$ cat config.mk
export PLATFORM = sky130hd
export DESIGN_NAME = dmaXferSeq
export DESIGN_NICKNAME = d
export VERILOG_FILES = /design/src/rtl/dma_seq_pkg.sv /design/src/rtl/dma_seq_dp.sv /design/src/rtl/dma_seq_ctrl.sv /design/src/rtl/dmaXferSeq.sv
export SDC_FILE = /design/constraint.sdc
export NUM_CORES = 1
export LEC_CHECK = 0
export ABC_AREA = 1
export BUFFER_PORTS_ARGS = -buffer_cell sky130_fd_sc_hd__buf_2
export CORE_UTILIZATION = 38
export DETAILED_ROUTE_END_ITERATION = 10
export HOLD_SLACK_MARGIN = 0.08
export SYNTH_ARGS = -nofsm -noshare
export SYNTH_HDL_FRONTEND = slang
export SYNTH_HIERARCHICAL = 1
export SYNTH_SLANG_ARGS = --single-unit
$ cat constraint.sdc
create_clock -name clk -period 6.8 [get_ports clk]
set_input_delay 1.02 -clock clk [delete_from_list [all_inputs] [get_ports clk]]
set_output_delay 1.02 -clock clk [all_outputs]
set_load 0.05 [all_outputs]
$ cat src/rtl/dma_seq_pkg.sv
package dma_seq_pkg;

  localparam logic [1:0] MODE_SINGLE = 2'b00;
  localparam logic [1:0] MODE_BLOCK  = 2'b01;
  localparam logic [1:0] MODE_DEMAND = 2'b10;

  typedef enum logic [2:0] {
    ST_IDLE, ST_LOAD, ST_ADR, ST_XFER, ST_MRD, ST_MWR, ST_DONE
  } seqState_t;

  typedef struct packed {
    logic load;
    logic addrPhase;
    logic dstSel;
    logic stepSrc;
    logic stepDst;
    logic capTemp;
    logic drvTemp;
  } seqCtl_t;

endpackage

$ cat src/rtl/dma_seq_dp.sv
module dma_seq_dp
  import dma_seq_pkg::*;
#(
  parameter int DATA_W = 8,
  parameter int NUM_CH = 4,
  parameter int CNT_W  = 16
) (
  input  logic                                clk,
  input  logic                                rstN,
  input  seqCtl_t                             ctl,
  input  logic [$clog2(NUM_CH)-1:0]           grantCh,
  input  logic [NUM_CH-1:0][2*DATA_W-1:0]     curAddrIn,
  input  logic [NUM_CH-1:0][CNT_W-1:0]        curCntIn,
  input  logic                                addrDown,
  input  logic                                holdSource,
  input  logic                                memToMem,
  input  logic [DATA_W-1:0]                   dataIn,
  output logic [DATA_W-1:0]                   addrLo,
  output logic [DATA_W-1:0]                   dataOut,
  output logic                                dataOe,
  output logic                                adrStrobe,
  output logic                                updValid,
  output logic [$clog2(NUM_CH)-1:0]           updCh,
  output logic [2*DATA_W-1:0]                 updAddr,
  output logic [CNT_W-1:0]                    updCnt,
  output logic                                srcZero,
  output logic                                dstZero
);

  localparam int ADDR_W = 2 * DATA_W;
  localparam int CH_W   = $clog2(NUM_CH);

  logic [ADDR_W-1:0] srcAddr, dstAddr, busAddr, stepVal, nextSrcAddr, nextDstAddr;
  logic [CNT_W-1:0]  srcCnt, dstCnt;
  logic [CH_W-1:0]   srcCh, srcChSel;
  logic [DATA_W-1:0] lastHi, tempByte, busHi;
  logic              hiValid, hiChange;

  assign srcChSel    = memToMem ? '0 : grantCh;
  assign busAddr     = ctl.dstSel ? dstAddr : srcAddr;
  assign busHi       = busAddr[ADDR_W-1:DATA_W];
  assign hiChange    = !hiValid || (busHi != lastHi);
  assign adrStrobe   = ctl.addrPhase && hiChange;
  assign addrLo      = busAddr[DATA_W-1:0];
  assign dataOut     = adrStrobe ? busHi : tempByte;
  assign dataOe      = adrStrobe || ctl.drvTemp;

  assign stepVal     = addrDown ? {ADDR_W{1'b1}} : ADDR_W'(1);
  assign nextSrcAddr = (memToMem && holdSource) ? srcAddr : srcAddr + stepVal;
  assign nextDstAddr = dstAddr + stepVal;

  assign updValid    = ctl.stepSrc || ctl.stepDst;
  assign updCh       = ctl.stepDst ? CH_W'(1) : srcCh;
  assign updAddr     = ctl.stepDst ? nextDstAddr : nextSrcAddr;
  assign updCnt      = ctl.stepDst ? dstCnt - CNT_W'(1) : srcCnt - CNT_W'(1);
  assign srcZero     = (srcCnt == '0);
  assign dstZero     = (dstCnt == '0);

  always_ff @(posedge clk or negedge rstN) begin
    if (!rstN) begin
      srcAddr  <= '0;
      dstAddr  <= '0;
      srcCnt   <= '0;
      dstCnt   <= '0;
      srcCh    <= '0;
      lastHi   <= '0;
      hiValid  <= 1'b0;
      tempByte <= '0;
    end else begin
      if (ctl.load) begin
        srcCh   <= srcChSel;
        srcAddr <= curAddrIn[srcChSel];
        srcCnt  <= curCntIn[srcChSel];
        dstAddr <= curAddrIn[1];
        dstCnt  <= curCntIn[1];
        hiValid <= 1'b0;
      end else if (adrStrobe) begin
        lastHi  <= busHi;
        hiValid <= 1'b1;
      end
      if (ctl.stepSrc) begin
        srcAddr <= nextSrcAddr;
        srcCnt  <= srcCnt - CNT_W'(1);
      end
      if (ctl.stepDst) begin
        dstAddr <= nextDstAddr;
        dstCnt  <= dstCnt - CNT_W'(1);
      end
      if (ctl.capTemp) tempByte <= dataIn;
    end
  end

  // each source step lowers the count by exactly one
  a_r2_count_step: assert property (@(posedge clk) disable iff (!rstN)
    ctl.stepSrc |=> srcCnt == $past(srcCnt) - CNT_W'(1));

  // a frozen source keeps its address across a step
  a_r11_hold_source: assert property (@(posedge clk) disable iff (!rstN)
    (ctl.stepSrc && memToMem && holdSource) |=> srcAddr == $past(srcAddr));

  // the high-byte strobe never fires on two cycles in a row
  a_r4_strobe_single: assert property (@(posedge clk) disable iff (!rstN)
    adrStrobe |=> !adrStrobe);

endmodule

$ cat src/rtl/dma_seq_ctrl.sv
module dma_seq_ctrl
  import dma_seq_pkg::*;
(
  input  logic       clk,
  input  logic       rstN,
  input  logic       grantValid,
  input  logic [1:0] xferMode,
  input  logic       memToMem,
  input  logic       memToIo,
  input  logic       eopIn,
  input  logic       reqLevel,
  input  logic       srcZero,
  input  logic       dstZero,
  output seqCtl_t    ctl,
  output logic       memRd,
  output logic       memWr,
  output logic       ioRd,
  output logic       ioWr,
  output logic       tcHit,
  output logic       xferDone
);

  seqState_t state, nextState;
  logic      dstPhase, nextDstPhase, finish;

  assign finish = tcHit || eopIn || (xferMode == MODE_SINGLE) ||
                  ((xferMode == MODE_DEMAND) && !reqLevel);
  assign xferDone = (state == ST_DONE);

  always_comb begin
    ctl          = '0;
    memRd        = 1'b0;
    memWr        = 1'b0;
    ioRd         = 1'b0;
    ioWr         = 1'b0;
    tcHit        = 1'b0;
    nextState    = state;
    nextDstPhase = dstPhase;
    unique case (state)
      ST_IDLE: if (grantValid) nextState = ST_LOAD;
      ST_LOAD: begin
        ctl.load     = 1'b1;
        nextDstPhase = 1'b0;
        nextState    = ST_ADR;
      end
      ST_ADR: begin
        ctl.addrPhase = 1'b1;
        ctl.dstSel    = dstPhase;
        if (!memToMem)     nextState = ST_XFER;
        else if (dstPhase) nextState = ST_MWR;
        else               nextState = ST_MRD;
      end
      ST_XFER: begin
        ctl.stepSrc = 1'b1;
        memRd       = memToIo;
        ioWr        = memToIo;
        ioRd        = !memToIo;
        memWr       = !memToIo;
        tcHit       = srcZero;
        nextState   = finish ? ST_DONE : ST_ADR;
      end
      ST_MRD: begin
        memRd        = 1'b1;
        ctl.capTemp  = 1'b1;
        ctl.stepSrc  = 1'b1;
        nextDstPhase = 1'b1;
        nextState    = ST_ADR;
      end
      ST_MWR: begin
        ctl.dstSel   = 1'b1;
        ctl.drvTemp  = 1'b1;
        ctl.stepDst  = 1'b1;
        memWr        = 1'b1;
        tcHit        = dstZero;
        nextDstPhase = 1'b0;
        nextState    = finish ? ST_DONE : ST_ADR;
      end
      ST_DONE: if (!grantValid) nextState = ST_IDLE;
      default: nextState = ST_IDLE;
    endcase
  end

  always_ff @(posedge clk or negedge rstN) begin
    if (!rstN) begin
      state    <= ST_IDLE;
      dstPhase <= 1'b0;
    end else begin
      state    <= nextState;
      dstPhase <= nextDstPhase;
    end
  end

  // end-of-process is a single-cycle pulse
  a_r8_eop_pulse: assert property (@(posedge clk) disable iff (!rstN)
    tcHit |=> !tcHit);

  // a single-mode byte always closes the grant
  a_r5_single_done: assert property (@(posedge clk) disable iff (!rstN)
    ((state == ST_XFER || state == ST_MWR) && xferMode == MODE_SINGLE) |=> state == ST_DONE);

  // every write is preceded two cycles earlier by the read
  a_r10_read_then_write: assert property (@(posedge clk) disable iff (!rstN)
    (state == ST_MWR) |-> $past(state, 2) == ST_MRD);

endmodule

$ cat src/rtl/dmaXferSeq.sv
module dmaXferSeq
  import dma_seq_pkg::*;
#(
  parameter int DATA_W = 8,
  parameter int NUM_CH = 4,
  parameter int CNT_W  = 16
) (
  input  logic                                clk,
  input  logic                                rstN,
  input  logic                                grantValid,
  input  logic [$clog2(NUM_CH)-1:0]           grantCh,
  input  logic [1:0]                          xferMode,
  input  logic                                addrDown,
  input  logic                                memToMem,
  input  logic                                holdSource,
  input  logic                                memToIo,
  input  logic [NUM_CH-1:0][2*DATA_W-1:0]     curAddrIn,
  input  logic [NUM_CH-1:0][CNT_W-1:0]        curCntIn,
  input  logic                                eopIn,
  input  logic                                reqLevel,
  input  logic [DATA_W-1:0]                   dataIn,
  output logic [DATA_W-1:0]                   addrLo,
  output logic [DATA_W-1:0]                   dataOut,
  output logic                                dataOe,
  output logic                                adrStrobe,
  output logic                                memRd,
  output logic                                memWr,
  output logic                                ioRd,
  output logic                                ioWr,
  output logic                                updValid,
  output logic [$clog2(NUM_CH)-1:0]           updCh,
  output logic [2*DATA_W-1:0]                 updAddr,
  output logic [CNT_W-1:0]                    updCnt,
  output logic [NUM_CH-1:0]                   tcFlag,
  output logic                                eopOut,
  output logic                                xferDone
);

  seqCtl_t ctl;
  logic    srcZero, dstZero, tcHit;

  dma_seq_ctrl ctrl_i (
    .clk, .rstN, .grantValid, .xferMode, .memToMem, .memToIo, .eopIn, .reqLevel,
    .srcZero, .dstZero, .ctl, .memRd, .memWr, .ioRd, .ioWr, .tcHit, .xferDone
  );

  dma_seq_dp #(.DATA_W(DATA_W), .NUM_CH(NUM_CH), .CNT_W(CNT_W)) dp_i (
    .clk, .rstN, .ctl, .grantCh, .curAddrIn, .curCntIn, .addrDown, .holdSource,
    .memToMem, .dataIn, .addrLo, .dataOut, .dataOe, .adrStrobe, .updValid,
    .updCh, .updAddr, .updCnt, .srcZero, .dstZero
  );

  assign eopOut = tcHit;
  assign tcFlag = tcHit ? (NUM_CH'(1) << updCh) : '0;

  // at most one channel reaches terminal count at a time
  a_r8_tc_onehot: assert property (@(posedge clk) disable iff (!rstN)
    $onehot0(tcFlag));

endmodule

==> flow_metrics.env <==
export IMPL_pin_count=212
export IMPL_clk_latency_ps=350
export IMPL_power_switching_mw=3.154
export IMPL_yosys_area_top_type="dfrtp_1"
export IMPL_finalWeightedCongestion=0.9681
export IMPL_die_area_sq_um=21890
export IMPL_utilization_pct=45.74
export IMPL_area_delta_synth_final_pct=18.37
export IMPL_synth_cell_types=42
export IMPL_path_buf_inv=2
export IMPL_r2r_slack_ps=3300
export IMPL_worst_slew_pin_slew_ps=1106
export IMPL_num_fill_cells=2278
export IMPL_criticalPathCategory="reg -> out"
export IMPL_ys_seq_area_share_pct=26.89
export IMPL_grtUsageTotal_pct=28.69
export IMPL_pwr_share_clk_pct=9.7
export IMPL_drive_above_1_share_pct=18.34
export IMPL_period_needed_ps=5101
export IMPL_power_frac_seq_pct=19.7
export IMPL_postCtsSetupRepairBufs=0
export IMPL_min_path_type="reg -> reg"
export IMPL_die_w_um=148.0
export IMPL_cp_start_kind="flip-flop"
export IMPL_finClkSkew_ps=6.484
export IMPL_gr_total_overflow=0
export IMPL_crit_chain="inv_1 > nor2_2 > nand2_1 > nand2_1 > o21ai_0 > xor2_1 > nor2_1 > nand3_4 > nand2_4 > nand2_1 > o21ai_0 > buf_2"
export IMPL_synth_edff_count=0
export IMPL_cellInternalPower_mw=2.058
export IMPL_cp_end_kind="output port"
export IMPL_antenna_found_initial=3
export IMPL_firstDrtPassIters=5
export IMPL_netlist_area_sq_um=8097
export IMPL_synth_commonest_cells="nand2_1 (438), inv_1 (153), nand3_1 (140), nor2_1 (107), o21ai_0 (92)"
export IMPL_syn_nets=1502
export IMPL_synth_top_area_share_pct=26.89
export IMPL_busiest_layer="met2"
export IMPL_netSwitchingFraction_pct=60.51
export IMPL_wl_per_cell_um=17.44
export IMPL_yosys_top_cells_area="dfrtp_1 (27%), nand2_1 (20%), nand3_1 (8.7%)"
export IMPL_total_power_mw=5.213
export IMPL_timing_rr_start="ctrl_i/state[1]"
export IMPL_cp_slowest_cell="nand2_1"
export IMPL_critPathMaxStageDelay_ps=690
export IMPL_first_iter_violations=767
export IMPL_die_h_um=148.0
export IMPL_async_flop_share_pct=100.0
export IMPL_setup_slack_ps=1699
export IMPL_cts_tree="done"
export IMPL_grtUsageMet3_pct=3.951
export IMPL_netlist_instances=1319
export IMPL_p_leak_nw=5.249
export IMPL_fin_setup_tns_ps=0
export IMPL_cts_buffer_depth=2
export IMPL_numCtsBuffers=9
export IMPL_cp_startpoint="ctrl_i/state[1]"
export IMPL_cts_resized_gates=0
export IMPL_yosysMostFrequentCell="nand2_1"
export IMPL_final_max_slew_violation_count=0
export IMPL_r2r_end="dp_i/hiValid"
export IMPL_path_max_fanout=24
export IMPL_vias_per_cell=5.295
export IMPL_numClockSinks=87
export IMPL_grt_pass1_wl_mm=48.69
export IMPL_cp_arrival_ps=4080
export IMPL_yosys_warnings=6
export IMPL_status="complete, no violations"
export IMPL_wl_mm=30.87
export IMPL_setup_viol=0
export IMPL_fin_crit_sh_pct=75.02
export IMPL_slew_headroom_pct=25.82
export IMPL_dpl_hpwl_mm=23.28
export IMPL_worst_path_stages=12
export IMPL_grt_pass1_vias=8938
export IMPL_nNetsFinal=1672
export IMPL_placementRows=53
export IMPL_cap_violations=0
export IMPL_rsz0062_at_grt="false"
export IMPL_p_comb_share_pct=70.6
export IMPL_io_buffer_count=211
export IMPL_critical_path_required_ps=5780
export IMPL_drc=0
export IMPL_fmax_ghz=0.1960
export IMPL_postRouteAntennaNets=0
export IMPL_ys_seq_elements=87
export IMPL_dp_slack_ps=2088
export IMPL_grt_max_degree=69
export IMPL_reg2reg_depth=10
export IMPL_hold_violations=0
export IMPL_vias=9373
export IMPL_clockRootBuffer="clkbuf_16"
export IMPL_gr_usage_met2_pct=50.80
export IMPL_cp_top_family="simple AND/OR/NAND/NOR gates"
export IMPL_clk_pin_slew_ps=70
export IMPL_core_area_sq_um=20960
export IMPL_use_met1_pct=35.85
export IMPL_start_util_pct=38.64
export IMPL_peakVddDrop_mv=0.2833
export IMPL_cts_htree_levels=3
export IMPL_holdBufCountCts=0
export IMPL_critPathMostFrequentCell="nand2_1"
export IMPL_powerDensity_nw_per_um2=543.9
export IMPL_syn_avg_cell_area_sq_um=6.138
export IMPL_cp_endpoint="dataOut[1]"
export IMPL_synthFlopType="dfrtp_1"
==> flip-flops by register name, indices dropped and copies added, names as in the netlist <==
name             cells
dp_i/lastHi          8
dp_i/tempByte        8
dp_i/srcCh           2
dp_i/srcCnt         16
dp_i/dstAddr        16
dp_i/dstCnt         16
dp_i/srcAddr        16
ctrl_i/state         3
ctrl_i/dstPhase      1
dp_i/hiValid         1
==> metal layers <==
metal	vias up	part of all wire [%]
met2	333	49
li1	4654	-
met4	4	2.4
met5	-	0.075
met3	41	6.2
met1	4341	42
==> power by group through the flow <==
stage	logic (mW)	registers, mW	clock network (mW)
floorplan	2.82	0.937	0
global placement	3.63	1.02	0
detailed placement	3.65	1.02	0
CTS	3.67	1.02	0.510
global route	4.05	1.06	0.527
finish	3.68	1.03	0.507
==> cell families after synthesis <==
group           count (synthesis)  share of synthesized area [%]
fa+ha+maj                      34                          5.440
mux                             8                          1.113
simple gates                  742                          38.49
compound gates                211                          15.33
flops                          87                          26.89
xor+xnor                       16                          1.731
buf+inv                       221                          11.00
==> layout make-up <==
type,count,area (sq um),share of cell area [%]
multi-input combinational,1011,5046,52.65
sequential,87,2177,22.72
timing repair buffer,221,1134,11.83
inverter,159,596.8,6.227
tap,275,344.1,3.590
clock buffer,11,252.7,2.637
clock inverter,5,31.28,0.3264
antenna,1,2.502,0.02611
==> how the worst min path moves through the flow <==
stage	slack [ps]	startpoint	to	depth (start not counted)
3_5_place_dp	460	dp_i/lastHi[7]	dp_i/lastHi[7]	2
4_1_cts	480	dp_i/lastHi[7]	dp_i/lastHi[7]	2
6_report	470	dp_i/lastHi[7]	dp_i/lastHi[7]	2
3_3_place_gp	460	dp_i/lastHi[7]	dp_i/lastHi[7]	2
5_1_grt	500	dp_i/lastHi[7]	dp_i/lastHi[7]	2
2_1_floorplan	440	dp_i/lastHi[7]	dp_i/lastHi[7]	2
==> through the flow <==
step / area, sq um / hold slack (ps) / cells
6_report: 9584 / 474.0 / 1770
5_1_grt: 9584 / 498.6 / 1770
4_1_cts: 9582 / 475.5 / 1769
3_5_place_dp: 9298 / 458.4 / 1753
3_3_place_gp: 9298 / 457.7 / 1753
2_1_floorplan: 8097 / 441.9 / 1319
==> tightest hold or removal path, cell delays in order, from the launching register on <==
cell,delay (ps)
dfrtp_1,350
nand2_1,50
nand2_1,50
==> placed cells by master (no fill, tap or decap), types with 3 or more instances in the layout <==
master / count
a21oi_1: 38
nand2_2: 3
o211ai_1: 20
nand3b_1: 5
inv_1: 152
a32oi_1: 10
mux2_2: 8
o22ai_1: 24
nand2_1: 438
clkinv_2: 3
buf_4: 11
clkbuf_16: 9
nor2_1: 104
o21ai_0: 92
xnor2_1: 5
buf_2: 210
a22oi_1: 12
nor2_2: 6
o221ai_1: 5
ha_1: 32
xor2_1: 11
nor3_1: 12
or2_2: 8
o21ai_1: 4
nand4_1: 17
nand3_1: 140
inv_2: 5
dfrtp_1: 87
(Power assumes the default switching activity.)
